**src/rtl/pwr_pkg.sv**
```systemverilog
package pwr_pkg;

  localparam int ADDR_W   = 16;
  localparam int WORD_W   = 24;
  localparam int CNT_W    = 6;
  localparam int OUT_W    = 2 * WORD_W;
  localparam int CFG_W    = ADDR_W + CNT_W + 2;
  localparam int MIN_BITS = 8;
  localparam int MAX_BITS = OUT_W;

  // Field order follows the configuration word from its top bit down.
  typedef struct packed {
    logic              sgn;
    logic              bank;
    logic [CNT_W-1:0]  nbits;
    logic [ADDR_W-1:0] addr;
  } pwr_cfg_t;

  typedef enum logic [1:0] {
    ST_IDLE  = 2'd0,
    ST_RD_LO = 2'd1,
    ST_RD_HI = 2'd2,
    ST_FIN   = 2'd3
  } pwr_state_e;

  function automatic logic pwr_len_ok(input logic [CNT_W-1:0] n);
    return (int'(n) >= MIN_BITS) && (int'(n) <= MAX_BITS);
  endfunction

endpackage

```
**src/rtl/pwr_rst_sync.sv**
```systemverilog
module pwr_rst_sync #(
  parameter int STAGES = 2
) (
  input  logic clk,
  input  logic rst_n,
  output logic rst_n_sync
);

  logic [STAGES-1:0] chain_q;
  logic [STAGES-1:0] chain_d;

  always_comb begin
    chain_d = {chain_q[STAGES-2:0], 1'b1};
  end

  always_ff @(posedge clk or negedge rst_n) begin
    if (!rst_n) chain_q <= '0;
    else        chain_q <= chain_d;
  end

  assign rst_n_sync = chain_q[STAGES-1];

endmodule

```
**src/rtl/pwr_cfg_decode.sv**
```systemverilog
module pwr_cfg_decode
  import pwr_pkg::*;
(
  input  pwr_cfg_t          cfg_q,
  output logic              len_ok,
  output logic              two_reads,
  output logic [ADDR_W-1:0] addr_lo,
  output logic [ADDR_W-1:0] addr_hi
);

  always_comb begin
    len_ok    = pwr_len_ok(cfg_q.nbits);
    two_reads = int'(cfg_q.nbits) > WORD_W;
    addr_lo   = cfg_q.addr;
    addr_hi   = cfg_q.addr + ADDR_W'(1);
  end

endmodule

```
**src/rtl/pwr_seq.sv**
```systemverilog
module pwr_seq
  import pwr_pkg::*;
(
  input  logic              clk,
  input  logic              rst_n,
  input  logic              start,
  input  logic              len_ok_in,
  input  logic              two_reads,
  input  logic [ADDR_W-1:0] addr_lo,
  input  logic [ADDR_W-1:0] addr_hi,
  input  logic              bank,
  input  logic              rvalid,
  output logic              accept,
  output logic              bus_req,
  output logic [ADDR_W-1:0] bus_addr,
  output logic              bus_bank,
  output logic              lo_en,
  output logic              hi_en,
  output logic              fin
);

  pwr_state_e st_q, st_d;

  always_comb begin
    st_d = st_q;
    unique case (st_q)
      ST_IDLE:  if (start)  st_d = len_ok_in ? ST_RD_LO : ST_FIN;
      ST_RD_LO: if (rvalid) st_d = two_reads ? ST_RD_HI : ST_FIN;
      ST_RD_HI: if (rvalid) st_d = ST_FIN;
      ST_FIN:               st_d = ST_IDLE;
      default:              st_d = ST_IDLE;
    endcase
  end

  always_ff @(posedge clk or negedge rst_n) begin
    if (!rst_n) st_q <= ST_IDLE;
    else        st_q <= st_d;
  end

  always_comb begin
    accept   = (st_q == ST_IDLE) && start;
    bus_req  = (st_q == ST_RD_LO) || (st_q == ST_RD_HI);
    bus_addr = (st_q == ST_RD_HI) ? addr_hi : addr_lo;
    bus_bank = bank;
    lo_en    = (st_q == ST_RD_LO) && rvalid;
    hi_en    = (st_q == ST_RD_HI) && rvalid;
    fin      = (st_q == ST_FIN);
  end

endmodule

```
**src/rtl/pwr_assemble.sv**
```systemverilog
module pwr_assemble
  import pwr_pkg::*;
(
  input  logic              clk,
  input  logic              rst_n,
  input  logic              clr,
  input  logic              lo_en,
  input  logic              hi_en,
  input  logic [WORD_W-1:0] rdata,
  input  logic              fin,
  input  logic              len_ok,
  input  logic              sgn,
  input  logic [CNT_W-1:0]  nbits,
  output logic [OUT_W-1:0]  pos_out,
  output logic              done,
  output logic              err
);

  logic [WORD_W-1:0] lo_q, lo_d, hi_q, hi_d;
  logic [OUT_W-1:0]  pos_q, pos_d, joined, ext;
  logic              done_q, done_d, err_q, err_d;
  logic [CNT_W-1:0]  top_idx;
  logic              top_bit;

  // Word capture: cleared on accept so a single read leaves the high word zero.
  always_comb begin
    lo_d = lo_q;
    hi_d = hi_q;
    if (clr) begin
      lo_d = '0;
      hi_d = '0;
    end else begin
      if (lo_en) lo_d = rdata;
      if (hi_en) hi_d = rdata;
    end
  end

  // Length mask and extension.
  always_comb begin
    joined  = {hi_q, lo_q};
    top_idx = nbits - CNT_W'(1);
    top_bit = (int'(top_idx) < OUT_W) ? joined[top_idx] : 1'b0;
    for (int i = 0; i < OUT_W; i++) begin
      ext[i] = (i < int'(nbits)) ? joined[i] : (sgn & top_bit);
    end
  end

  always_comb begin
    pos_d  = pos_q;
    if (fin) pos_d = len_ok ? ext : '0;
    done_d = fin;
    err_d  = fin && !len_ok;
  end

  always_ff @(posedge clk or negedge rst_n) begin
    if (!rst_n) begin
      lo_q   <= '0;
      hi_q   <= '0;
      pos_q  <= '0;
      done_q <= 1'b0;
      err_q  <= 1'b0;
    end else begin
      lo_q   <= lo_d;
      hi_q   <= hi_d;
      pos_q  <= pos_d;
      done_q <= done_d;
      err_q  <= err_d;
    end
  end

  assign pos_out = pos_q;
  assign done    = done_q;
  assign err     = err_q;

endmodule

```
**src/rtl/pos_word_reader.sv**
```systemverilog
module pos_word_reader
  import pwr_pkg::*;
(
  input  logic              clk,
  input  logic              rst_n,
  input  logic              start,
  input  logic [CFG_W-1:0]  cfg,
  output logic              bus_req,
  output logic [ADDR_W-1:0] bus_addr,
  output logic              bus_bank,
  input  logic [WORD_W-1:0] bus_rdata,
  input  logic              bus_rvalid,
  output logic [OUT_W-1:0]  pos_out,
  output logic              done,
  output logic              err
);

  logic              rst_n_s;
  pwr_cfg_t          cfg_in, cfg_q, cfg_d;
  logic              accept, len_ok_in, len_ok_q, two_reads;
  logic [ADDR_W-1:0] addr_lo, addr_hi;
  logic              lo_en, hi_en, fin;

  pwr_rst_sync #(.STAGES(2)) u_rst (
    .clk        (clk),
    .rst_n      (rst_n),
    .rst_n_sync (rst_n_s)
  );

  // Configuration capture, enabled only on an accepted start.
  always_comb begin
    cfg_in    = pwr_cfg_t'(cfg);
    len_ok_in = pwr_len_ok(cfg_in.nbits);
    cfg_d     = accept ? cfg_in : cfg_q;
  end

  always_ff @(posedge clk or negedge rst_n_s) begin
    if (!rst_n_s) cfg_q <= '0;
    else          cfg_q <= cfg_d;
  end

  pwr_cfg_decode u_dec (
    .cfg_q     (cfg_q),
    .len_ok    (len_ok_q),
    .two_reads (two_reads),
    .addr_lo   (addr_lo),
    .addr_hi   (addr_hi)
  );

  pwr_seq u_seq (
    .clk       (clk),
    .rst_n     (rst_n_s),
    .start     (start),
    .len_ok_in (len_ok_in),
    .two_reads (two_reads),
    .addr_lo   (addr_lo),
    .addr_hi   (addr_hi),
    .bank      (cfg_q.bank),
    .rvalid    (bus_rvalid),
    .accept    (accept),
    .bus_req   (bus_req),
    .bus_addr  (bus_addr),
    .bus_bank  (bus_bank),
    .lo_en     (lo_en),
    .hi_en     (hi_en),
    .fin       (fin)
  );

  pwr_assemble u_asm (
    .clk     (clk),
    .rst_n   (rst_n_s),
    .clr     (accept),
    .lo_en   (lo_en),
    .hi_en   (hi_en),
    .rdata   (bus_rdata),
    .fin     (fin),
    .len_ok  (len_ok_q),
    .sgn     (cfg_q.sgn),
    .nbits   (cfg_q.nbits),
    .pos_out (pos_out),
    .done    (done),
    .err     (err)
  );

endmodule

```
**config.mk**
```make
export PLATFORM = sky130hd
export DESIGN_NAME = pos_word_reader
export DESIGN_NICKNAME = d
export VERILOG_FILES = /design/src/rtl/pwr_pkg.sv /design/src/rtl/pwr_rst_sync.sv /design/src/rtl/pwr_cfg_decode.sv /design/src/rtl/pwr_seq.sv /design/src/rtl/pwr_assemble.sv /design/src/rtl/pos_word_reader.sv
export SDC_FILE = /design/constraint.sdc
export NUM_CORES = 1
export LEC_CHECK = 0
export ABC_CLOCK_PERIOD_IN_PS = 3900
export BUFFER_PORTS_ARGS = -buffer_cell sky130_fd_sc_hd__buf_2
export CELL_PAD_IN_SITES_DETAIL_PLACEMENT = 1
export CELL_PAD_IN_SITES_GLOBAL_PLACEMENT = 1
export CORE_ASPECT_RATIO = 0.75
export CORE_MARGIN = 2
export CORE_UTILIZATION = 39
export DETAILED_ROUTE_END_ITERATION = 8
export PLACE_DENSITY = 0.84
export SKIP_CTS_REPAIR_TIMING = 1
export SYNTH_ARGS = -nofsm -noshare
export SYNTH_HDL_FRONTEND = slang
export SYNTH_SLANG_ARGS = --single-unit
```
**constraint.sdc**
```tcl
create_clock -name clk -period 3.9 [get_ports clk]
set_input_delay 1.17 -clock clk [delete_from_list [all_inputs] [get_ports clk]]
set_output_delay 1.17 -clock clk [all_outputs]
set_load 0.05 [all_outputs]
```
After elaboration in Yosys (flattened, before gate mapping). Index checks and enable logic that the tools add are counted.

Bits in registers: 126. Latch bits: 0. Memory bits (writable): 0. ROM bits: 0. Bits of input ports: 52. Output and inout bits: 68. Logic and storage cells: 150. Memories: 0.

Add/sub/neg operators: 2. Multipliers: 0. Div/mod/pow operators: 0. Magnitude comparators: 55. Equal/unequal tests: 6. Shift-type cells: 0. Mux-type cells: 63. Bitwise logic cells: 1. Reduce and logical (&&, ||, !) cells: 12.

Operators by type and width (count): $lt 5x6->1 const A (16); $lt 6x6->1 const A (16); $mux 24 (4); $mux 1 (51); $lt 4x6->1 const A (8); $mux 48 (1); $lt 3x6->1 const A (4); $add 16x1->16 const B (1); $mux 16 (1); $ge 6x4->1 const B (2); $le 6x6->1 const B (2); $lt 1x6->1 const A (2); $lt 2x6->1 const A (2); $mux 2 (4); $pmux 2 s4 (1); $lt 6x7->1 const B (1); $bmux 1 s6 (1); $gt 6x5->1 const B (1); $logic_and 1x1->1 (6); $lt 6x6->1 const B (1); $ne 2x2->1 const B (3); $sub 6x1->6 const B (1); $eq 2x2->1 const B (2); $reduce_bool 2->1 (2); other kinds (6) (6).

Logic depth before layout (Yosys ltp).
Depth after elaboration: 7. Mapped depth: 11. Depth with buffers taken out: 7.

Modules after synthesis. A second synthesis with hierarchy kept.

Cell total of the unflattened synthesis: 751. Area, all modules: 7372.1 um^2.

Modules (own cells, without submodules): pwr_assemble (times used 1, cells an instance 597, area an instance 5536.6 um^2, seq. area each 2452.4 um^2); pos_word_reader (times used 1, cells an instance 54, area an instance 904.6 um^2, seq. area each 600.6 um^2); pwr_seq (times used 1, cells an instance 41, area an instance 470.5 um^2, seq. area each 50.0 um^2); pwr_cfg_decode (times used 1, cells an instance 56, area an instance 406.6 um^2, seq. area each 0.0 um^2); pwr_rst_sync (times used 1, cells an instance 3, area an instance 53.8 um^2, seq. area each 50.0 um^2).

Least setup slack after synthesis. OpenSTA, ideal clock, no wires.

Path kind: register to output. Start point: reg u_seq.st_q[0]. End point: out bus_addr[9]. Arrival: 2312 ps. Data required time: 2730 ps. Setup slack: 418 ps. Stages on the path, launching flop included: 9. Path buffers: 1. Cells stage by stage: dfrtp_1 > inv_1 > ha_1 > clkbuf_1 > nand3_1 > nor2_1 > and2_1 > nand4_1 > xnor2_1.

Word-level cells in the longest chain between the ends: 2.

Ends and longest elaborated chain: start: declaration (line pwr_seq.sv:22) `pwr_state_e st_q, st_d;`; start signal: assignment (line pwr_seq.sv:37) `else st_q <= st_d;`; $eq 2x2->1 (line pwr_seq.sv:43) `bus_addr = (st_q == ST_RD_HI) ? addr_hi : addr_lo;`; $mux 16 (line pwr_seq.sv:43); end: declaration (line pos_word_reader.sv:9) `output logic [ADDR_W-1:0] bus_addr,`.

Every way passes these cells.

Final worst setup path.
Start point: reg u_seq.st_q[0]. End point: out bus_addr[13].

The elaborated chain is that of the path after synthesis.

==> flow_results.org <==
** Status
- Status :: finished, final reports clean

** GRT
- Global routing met2 resource utilization :: 0.375
- Antenna violations before repair :: 0
- Met3 track utilization from global routing :: 0.0517
- Number of global-route vias before repair :: approximately 6000
- The first global-routing pass estimated about 35000 um of wire.
- After global routing, the most crowded layer is met2.
- Global routing finished with a remaining overflow of 0.
- In the global route stage, met1 resource usage came out at 0.372.
- Entering global routing, the biggest net connects just under 80 pins.
- Total track usage :: 0.253

** CTS
- Buffer cell driving the clock tree root :: clkbuf_16
- Number of buffers created by CTS :: 17
- Clock transition at the registers of the reported paths :: roughly 0.060 ns
- The clock passes through at most 2 buffers.
- The H-tree was split into 4 levels.
- TritonCTS clock tree :: built
- Clock latency at the later pin of the worst-skew pair :: 0.43 ns
- Clock tree synthesis found a total of approximately 130 sinks.

** Critical path
- Setup crit end :: bus_addr[13]
- At the worst endpoint, the arrival time is between 2 and 2.5 ns.
- Launch instance of the worst register-to-register path :: cfg_q[18]
- Traced cell by cell, the critical path runs through inv_1 > ha_1 > nand3_1 > nor2_1 > and2_1 > nand3_1 > xnor2_1 > buf_2.
- The most numerous cell type found on the critical path is nand3_1.
- On the critical path, the stage with the largest delay is an instance of dfrtp_1.
- Launch point of the critical path :: u_seq.st_q[0]
- Depth of the most critical reg-to-reg path :: 6
- The worst setup path is of the flop to output port kind.
- In this run the critical register-to-register path is captured at u_asm.pos_out[33].
- Of all nets on the critical path, the largest fanout is 9.
- R2R Setup Slk :: 0.86 ns
- Crit path capture type :: output port
- On the worst path, the slowest cell contributes a delay of around 0.4 ns.
- Sort of element at the start of the critical path :: flop
- Req. time, crit path :: roughly 2.7 ns

** Yosys
- Share of synthesized flip-flops with an asynchronous set or reset :: 1.00
- The share of synthesized area in the top cell type comes to 0.472.
- Most common cell in the netlist :: nand2_1
- The cell area that synthesis handed to floorplanning was ~6700 um2.
- Among all flip-flop cells after synthesis, the most frequent one is dfrtp_1.
- Of the synthesized area, sequential elements account for 0.472.
- Mean area per synthesized cell :: ~10 um2
- Cell type with the largest total area after synthesis :: dfrtp_1
- Number of cells produced by synthesis :: around 660
- Biggest area contributors in the synthesized netlist :: dfrtp_1 47%, nand2_1 7.4%, o31ai_2 5.8%, a21oi_1 5.2%, a32oi_1 4.2%
- Number of distinct library cells after synthesis :: 57
- FF+latch count, synth :: 126
- The number of nets handed over by synthesis was a little over 700.
- Top cells by count, synth :: 131 x nand2_1, 126 x dfrtp_1, 70 x a21oi_1, 36 x clkbuf_1, 32 x a32oi_1
- Counting flops with a built-in enable in the synthesized netlist gives 0.
- Synth warn :: 0

** Cells and area
- Final-stage net count :: between 800 and 900
- The number of antenna diodes in the final layout is 0.
- In the final layout, the share of cells above drive strength 1 is 0.314.
- Area growth syn-to-layout :: 20.3%

** Floorplanning
- Top Ports :: 120
- From bottom edge to top edge, the die measures 117 um.
- Number of rows in the core area :: 41
- For this configuration, the core starts out at a cell density of 0.398.
- The core region is around 17000 um2.
- Die Span X :: ~160 um
- Area of the die :: 18200 um2

** Timing
- The smallest clock period supported by the final layout is computed as around 3.7 ns.
- RSZ-0062 raised after global routing :: no
- Least-Margin Pin Slew :: roughly 1.0 ns
- Hold timing on the final database bottoms out at a slack of between 0.3 and 0.4 ns.
- Final count of hold timing violations :: 0
- Number of slew-limit violations in the final report :: 0
- Setup violators final :: 0
- Share of the clock period used by the worst path :: 0.938
- After routing, the total negative slack on setup checks comes to 0 ns.
- The clock arrives with approximately 0.010 ns of skew.
- Maximum clock rate :: about 0.27 GHz
- Max-slew headroom :: 0.301

** Detailed routing
- Total vias in the final route :: roughly 5800
- After detailed routing, the average wire length per cell comes to about 22 um.
- Dividing the detail-routed via count by the number of cells gives around 5.9.
- Summed over all layers, the routed wires come to around 22000 um.
- Count of routing violations after the opening detailed-route iteration :: 615
- DR pass1 iterations :: 5
- For this run, design rule violations remaining after detail routing come to 0.
- Post-DRT Antenna Nets :: 0

** Placement
- The count of buffers added on input and output ports is 119.
- Placer's final routability congestion estimate :: around 0.85
- Sum of net half-perimeters after detailed placement :: roughly 15000 um

** Run
- Reported max-cap violation count :: 0

** Pwr
- Power density of the placed cells :: around 1100 nW/um2
- Largest vdd supply drop :: roughly 0.4 mV
- Leakage :: approximately 3.6 nW

** Min path
- The tightest min-delay check is of the flop to flop type.
[worst min path at each step]
| stage | start | end | slack, ns | cells past startpoint |
|---|---|---|---|---|
| global placement | u_rst.chain_q[0] | u_rst.chain_q[1] | 0.34 | 0 |
| global route | u_rst.chain_q[0] | u_rst.chain_q[1] | 0.37 | 0 |
| CTS | u_rst.chain_q[0] | u_rst.chain_q[1] | 0.35 | 0 |
| detailed placement | u_rst.chain_q[0] | u_rst.chain_q[1] | 0.34 | 0 |
| floorplan | u_rst.chain_q[0] | u_rst.chain_q[1] | 0.33 | 0 |
| finish | u_rst.chain_q[0] | u_rst.chain_q[1] | 0.35 | 0 |
[cell type report]
class	instances	area, um2
multi-input combinational	462	3210
tap	215	269
clock buffer	23	498
timing repair buffer	136	748
inverter	19	71.3
fill	1924	8740
clock inverter	9	83.8
sequential	126	3160
[metal layers]
metal  routed length (um)  share of wire
met1                10200           0.46
met2                10100           0.45
met3                 1580          0.071
met4                  313          0.014
met5                    0              0
[report_power, final]
| part | switching [mW] | leakage, nW | internal (mW) |
|---|---|---|---|
| Sequential | 0.581 | 1.64 | 1.82 |
| Combinational | 3.21 | 1.68 | 1.39 |
| Clock | 0.603 | 0.277 | 0.957 |
| Total | 4.39 | 3.60 | 4.16 |
[worst max-delay path, delay by kind of cell, from the launching register on]
family / cells / cell delay, ns
AND/OR/NAND/NOR: 4 / 0.68
flip-flops: 1 / 0.41
XOR/XNOR: 1 / 0.17
buffers and inverters: 2 / 0.43
adder cells (fa/ha/maj): 1 / 0.37
[metrics by stage]
stage / std cells / power, mW / cell area [um2] / util / setup WS [ns]
2_1_floorplan: 661 / 5.70 / 6680 / - / 0.130
5_1_grt: 990 / 9.03 / 8030 / 0.479 / 0.0460
3_3_place_gp: 958 / 6.77 / 7450 / 0.444 / 0.814
6_report: 990 / 8.55 / 8030 / 0.479 / 0.240
3_5_place_dp: 958 / 6.90 / 7450 / 0.444 / 0.677
4_1_cts: 990 / 8.53 / 8030 / 0.479 / 0.188
[layout by cell type (no fill, tap or decap), drive strengths merged, types with 13 or more instances in the layout]
master  count
buf       136
nand2     131
dfrtp     126
a21oi      70
o31ai      34
a32oi      32
o21ai      27
clkbuf     23
mux2       22
nor2       19
inv        17
xnor2      13
[cell families (layout without fill, tap and decap cells)]
kind of cell	after synthesis	in the layout	share of synthesized area
adders and majority gates	9	9	0.0169
other	1	1	0.000562
xor gates and xnor gates	18	18	0.0264
muxes	38	38	0.0817
DFF	126	126	0.472
buffers and inverters	73	187	0.0497
AOI/OAI and AO/OA	197	197	0.223
and+or+nand+nor	199	199	0.130
[flip-flops by register name (all words and copies together), names as in the netlist]
signal	count
u_asm.done	1
u_rst.chain_q	2
u_seq.st_q	2
u_asm.hi_q	24
u_asm.err	1
u_asm.pos_out	48
cfg_q	24
u_asm.lo_q	24
(Power assumes the default switching activity.)
